`config.mk`:
```
export PLATFORM = sky130hd
export DESIGN_NAME = time_alarm_unit
export DESIGN_NICKNAME = d
export VERILOG_FILES = /design/src/rtl/tau_pkg.sv /design/src/rtl/tau_regfile.sv /design/src/rtl/tau_match.sv /design/src/rtl/tau_latch.sv /design/src/rtl/time_alarm_unit.sv
export SDC_FILE = /design/constraint.sdc
export NUM_CORES = 1
export LEC_CHECK = 0
export BUFFER_PORTS_ARGS = -buffer_cell sky130_fd_sc_hd__buf_2
export CAP_MARGIN = 20
export CORE_UTILIZATION = 55
export DETAILED_ROUTE_END_ITERATION = 10
export GPL_TIMING_DRIVEN = 1
export PLACE_DENSITY = 0.85
export SYNTH_ARGS = -nofsm -noshare
export SYNTH_HDL_FRONTEND = slang
export SYNTH_SLANG_ARGS = --single-unit
```
`constraint.sdc`:
```
create_clock -name clk -period 2.2 [get_ports clk]
set_input_delay 0.33 -clock clk [delete_from_list [all_inputs] [get_ports clk]]
set_output_delay 0.33 -clock clk [all_outputs]
set_load 0.02 [all_outputs]
```
`src/rtl/tau_pkg.sv`:
```
package tau_pkg;
  localparam int DEF_FIELDS  = 7;
  localparam int DEF_FIELD_W = 8;

  typedef enum logic [1:0] {
    ACT_HOLD  = 2'd0,
    ACT_CLEAR = 2'd1,
    ACT_SET   = 2'd2
  } alarm_act_e;
endpackage

```
`src/rtl/tau_regfile.sv`:
```
module tau_regfile #(
  parameter int NUM_FIELDS = 7,
  parameter int FIELD_W    = 8,
  parameter int ADDR_W     = $clog2(NUM_FIELDS + 1)
) (
  input  logic                          clk,
  input  logic                          rst,
  input  logic                          reg_access,
  input  logic                          reg_write,
  input  logic [ADDR_W-1:0]             reg_addr,
  input  logic [FIELD_W-1:0]            reg_wdata,
  output logic [FIELD_W-1:0]            reg_rdata,
  output logic [NUM_FIELDS*FIELD_W-1:0] thr_flat,
  output logic [FIELD_W-1:0]            cfg,
  output logic                          hit_any
);
  localparam logic [ADDR_W-1:0] CFG_ADDR = ADDR_W'(NUM_FIELDS);

  logic [FIELD_W-1:0] thr_q [NUM_FIELDS];
  logic [FIELD_W-1:0] cfg_q;
  logic [FIELD_W-1:0] rd_mux;

  always_comb begin
    rd_mux = '0;
    for (int i = 0; i < NUM_FIELDS; i++)
      if (reg_addr == ADDR_W'(i)) rd_mux = thr_q[i];
    if (reg_addr == CFG_ADDR) rd_mux = cfg_q;
  end

  always_ff @(posedge clk) begin
    if (rst) begin
      cfg_q     <= '0;
      reg_rdata <= '0;
    end else if (reg_access) begin
      if (reg_write) begin
        if (reg_addr == CFG_ADDR) cfg_q <= reg_wdata;
      end else begin
        reg_rdata <= rd_mux;
      end
    end
  end

  for (genvar g = 0; g < NUM_FIELDS; g++) begin : g_thr
    always_ff @(posedge clk) begin
      if (rst) thr_q[g] <= '0;
      else if (reg_access && reg_write && reg_addr == ADDR_W'(g))
        thr_q[g] <= reg_wdata;
    end
    assign thr_flat[g*FIELD_W +: FIELD_W] = thr_q[g];
  end

  assign cfg     = cfg_q;
  assign hit_any = reg_access && (reg_addr <= CFG_ADDR);
endmodule

```
`src/rtl/tau_match.sv`:
```
module tau_match #(
  parameter int NUM_FIELDS = 7,
  parameter int FIELD_W    = 8
) (
  input  logic [NUM_FIELDS*FIELD_W-1:0] now_flat,
  input  logic [NUM_FIELDS*FIELD_W-1:0] thr_flat,
  input  logic [NUM_FIELDS-1:0]         mask,
  output logic                          all_match
);
  logic [NUM_FIELDS-1:0] fld_ok;

  for (genvar g = 0; g < NUM_FIELDS; g++) begin : g_cmp
    assign fld_ok[g] = mask[g] ||
      (now_flat[g*FIELD_W +: FIELD_W] == thr_flat[g*FIELD_W +: FIELD_W]);
  end

  assign all_match = &fld_ok;
endmodule

```
`src/rtl/tau_latch.sv`:
```
module tau_latch
  import tau_pkg::*;
(
  input  logic clk,
  input  logic rst,
  input  logic set_evt,
  input  logic clr_evt,
  output logic alarm_n
);
  alarm_act_e act;

  always_comb begin
    if (set_evt)      act = ACT_SET;
    else if (clr_evt) act = ACT_CLEAR;
    else              act = ACT_HOLD;
  end

  always_ff @(posedge clk) begin
    if (rst) alarm_n <= 1'b1;
    else begin
      case (act)
        ACT_SET:   alarm_n <= 1'b0;
        ACT_CLEAR: alarm_n <= 1'b1;
        default:   alarm_n <= alarm_n;
      endcase
    end
  end
endmodule

```
`src/rtl/time_alarm_unit.sv`:
```
module time_alarm_unit #(
  parameter int NUM_FIELDS = tau_pkg::DEF_FIELDS,
  parameter int FIELD_W    = tau_pkg::DEF_FIELD_W,
  parameter int ADDR_W     = $clog2(NUM_FIELDS + 1)
) (
  input  logic                          clk,
  input  logic                          rst,
  input  logic                          tick,
  input  logic [NUM_FIELDS*FIELD_W-1:0] time_fields,
  input  logic                          reg_access,
  input  logic                          reg_write,
  input  logic [ADDR_W-1:0]             reg_addr,
  input  logic [FIELD_W-1:0]            reg_wdata,
  output logic [FIELD_W-1:0]            reg_rdata,
  output logic                          alarm_n
);
  localparam int EN_BIT = FIELD_W - 1;

  logic [NUM_FIELDS*FIELD_W-1:0] thr_flat;
  logic [FIELD_W-1:0]            cfg;
  logic                          hit_any;
  logic                          all_match;
  logic                          alarm_enable;
  logic                          set_evt;

  tau_regfile #(.NUM_FIELDS(NUM_FIELDS), .FIELD_W(FIELD_W), .ADDR_W(ADDR_W)) u_regs (
    .clk(clk), .rst(rst), .reg_access(reg_access), .reg_write(reg_write),
    .reg_addr(reg_addr), .reg_wdata(reg_wdata), .reg_rdata(reg_rdata),
    .thr_flat(thr_flat), .cfg(cfg), .hit_any(hit_any)
  );

  tau_match #(.NUM_FIELDS(NUM_FIELDS), .FIELD_W(FIELD_W)) u_match (
    .now_flat(time_fields), .thr_flat(thr_flat),
    .mask(cfg[NUM_FIELDS-1:0]), .all_match(all_match)
  );

  assign alarm_enable = cfg[EN_BIT];
  assign set_evt      = tick && alarm_enable && all_match;

  tau_latch u_latch (
    .clk(clk), .rst(rst), .set_evt(set_evt), .clr_evt(hit_any), .alarm_n(alarm_n)
  );
endmodule

```
==> impl_metrics.py <==
metrics = {
    "layout": {
        "fillers": 513,
        "multi_input_area_um2": 1800,
        "layout.cells.non_filler": 521,
        "layout-drive-gt1-share_pct": 30.6,
        "final_util_pct": 67.9,
        "finalInstanceArea_um2": 4640,
        "register_area_um2": 2020,
        "syn_to_final_growth_pct": 19.2,
        "nNetsFinal": 492,
        "diodes": 0,
    },
    "routing": {
        "num_vias": 3021,
        "viasPerCell": 5.80,
        "post_drt_wl_per_cell_um": 19.1,
        "drc": 0,
        "routed_wl_um": 9930,
        "ant_nets": 0,
        "drtIter0Drc": 376,
        "drtPass1Iterations": 8,
    },
    "clock_tree": {
        "cts-buffers-inserted": 9,
        "clk_pin_slew_ns": 0.08,
        "clock_sinks": 73,
        "cts_tree": "built",
        "cts-root-buf": "clkbuf_8",
        "cts_hold_buf": 0,
        "cts_buffer_depth": 2,
        "clk_latency_ns": 0.36,
        "post_cts_buffers": 0,
        "post_cts_resize_count": 0,
        "cts_max_level": 3,
    },
    "grt": {
        "first_global_vias": 2941,
        "globalRouteTotalUtil_pct": 28.9,
        "grt_pass1_wl_um": 15400,
        "antenna_found_initial": 0,
        "grt_max_degree": 25,
        "grt_overflow": 0,
    },
    "timing": {
        "rsz0062_at_grt": "no",
        "holdWs_ns": 0.276,
        "slew_headroom_pct": 59.7,
        "setup_slack_ns": 0.0566,
        "worstMarginPinSlew_ns": 0.605,
        "max_freq_mhz": 467,
        "hold_violations": 0,
        "fin_crit_ns": 2.14,
        "worst_clock_skew_ns": 0.00711,
        "setup_viol_count_final": 0,
        "drv_slew": 0,
        "tns_ns": 0,
        "timing.final.crit_share_pct": 97.4,
    },
    "setup_path": {
        "worstPathCellList": "xor2_1, nor4_1, a21oi_1, or4_1, o22ai_1, nand2_1",
        "cp.required_ns": 2.44,
        "cp-endpoint": "u_latch.alarm_n",
        "worstSetupPathDepth": 6,
        "startpoint": "u_regs.thr_q[1][4]",
        "r2r.worst_path.cells": 6,
        "criticalPathCategory": "flip-flop to flip-flop",
        "cp.arrival_ns": 2.39,
        "crit_buf_inv": 0,
        "max_stage_delay_ns": 0.55,
        "reg2reg_from": "u_regs.thr_q[1][4]",
        "crit_path_top_delay_cell": "or4_1",
        "cp_top_family": "simple AND/OR/NAND/NOR gates",
        "timing.rr.end": "u_latch.alarm_n",
        "worstPathMaxFanout": 2,
        "worstSetupEndpointType": "flip-flop",
        "worstSetupStartpointType": "flip-flop",
        "r2r_slack_ns": 0.06,
    },
    "logic_synthesis": {
        "synth_area_per_cell_um2": 11.8,
        "syn_nets": 402,
        "synth_area_um2": 3890,
        "ys_warn_count": 0,
        "synth_seq_cells": 73,
        "synth_cell_types": 31,
        "synth_top_area_share_pct": 43.2,
        "synthTopCellsByArea": "edfxtp_1 43%, xor2_1 13%, and2_1 9.0%",
        "synth_top_cell_by_area": "edfxtp_1",
        "synthCells": 330,
        "ys_seq_area_share_pct": 52.0,
    },
    "placed_design": {
        "place_hpwl_um": 7310,
        "gp_congestion": 0.870,
        "io_buffers": 80,
        "dp.cells": 505,
        "dp_slack_ns": 0.0963,
        "dpl_cell_area_um2": 4440,
    },
    "power_and_ir_drop": {
        "power.total_mw": 3.07,
        "leakagePower_nw": 1.79,
        "power_density_nw_per_um2": 662,
        "ir_drop_mv": 0.413,
    },
    "flow_run": {
        "maxCapViolCount": 0,
    },
    "floorplan": {
        "ioPinCount": 81,
        "die-area_um2": 7410,
        "rows": 30,
        "fp.dieH_um": 86.1,
        "core_um2": 6830,
        "start_util_pct": 56.9,
        "die_w_um": 86.1,
    },
    "outcome": {
        "status": "finished, final reports clean",
    },
    "worst_hold_path": {
        "hold_path.class": "primary input to flip-flop",
    },
}
[state kept, by name (all words and copies together), names as in the netlist]
signal / flops
u_latch.alarm_n: 1
u_regs.cfg: 8
u_regs.reg_rdata: 8
u_regs.thr_q: 56
[Yosys cell counts]
cell	number
nor4_1	15
mux2_2	8
buf_4	1
o211ai_1	8
or2_2	1
nor4_4	1
or4_1	2
buf_2	7
nand2b_1	3
edfxtp_1	56
dfxtp_1	17
mux4_1	1
nor2b_1	1
nor3_2	3
o21ai_0	5
buf_1	2
nand3_2	1
mux2i_1	8
nand2_1	12
o22ai_1	9
a21oi_1	23
clkbuf_1	4
xor2_1	56
nor2_4	1
nand3_1	1
mux4_2	7
inv_1	1
nor2_1	16
nor3_1	2
and2_1	56
o31ai_1	2
[layout make-up]
type                       instances  share of cell area [%]
sequential                        73                    43.6
timing repair buffer              93                    10.7
clock buffer                       9                    2.67
multi-input combinational        242                    38.8
clock inverter                     7                    1.54
inverter                           1                  0.0809
tap                               96                    2.59
[worst min-delay path by stage]
stage | depth (start not counted) | slack, ns | startpoint | end
2_1_floorplan | 2 | 0.46 | reg_access | u_latch.alarm_n
3_3_place_gp | 2 | 0.44 | u_regs.reg_rdata[6] | u_regs.reg_rdata[6]
4_1_cts | 3 | 0.26 | reg_access | u_latch.alarm_n
5_1_grt | 3 | 0.28 | reg_access | u_latch.alarm_n
3_5_place_dp | 2 | 0.44 | u_regs.reg_rdata[1] | u_regs.reg_rdata[1]
6_report | 3 | 0.28 | reg_access | u_latch.alarm_n
[tightest hold or removal path: stages]
cell	delay, ns
buf_2	0.13
o22ai_1	0.08
nand2_1	0.06
[logic make-up (layout without fill, tap and decap cells)]
family	count (synthesis)	after routing	synth area share, %
AOI/OAI and AO/OA	47	47	6.98
xor gates and xnor gates	56	56	12.6
buffers and inverters	15	110	1.77
DFF	73	73	52.0
muxes	24	24	9.10
and+or+nand+nor	115	115	17.6
[where the power goes]
part           switching (mW)  leakage [nW]  total, mW  internal, mW
Combinational           0.228          1.02      0.412         0.184
Clock                   0.522        0.0929       1.04         0.521
Sequential             0.0568         0.675       1.61          1.56
[metal layers]
metal  share of wire, %  vias to the layer above  GRT usage (%)
met3                8.8                       28           4.62
met4                2.6                        0           14.4
met1                 41                     1413           39.3
met5                  0                        -              0
li1                   -                     1374              -
met2                 48                      206           45.2
[layout by cell type, fill, tap and decap left out, types with 2 or more instances in the layout]
cell and n:
nand2_1 12, o21ai_0 5, nand2b_1 3, nor4_1 15, a21oi_1 23, clkinv_4 2
or4_1 2, mux2_2 8, buf_2 80, o22ai_1 9, nor2_1 16, and2_1 56
mux4_2 7, buf_4 13, clkinvlp_4 2, edfxtp_1 56, o31ai_1 2, clkbuf_8 9
xor2_1 56, nor3_1 2, mux2i_1 8, o211ai_1 8, dfxtp_1 17, nor3_2 3
Note: power is estimated with default switching activity, not from simulation.
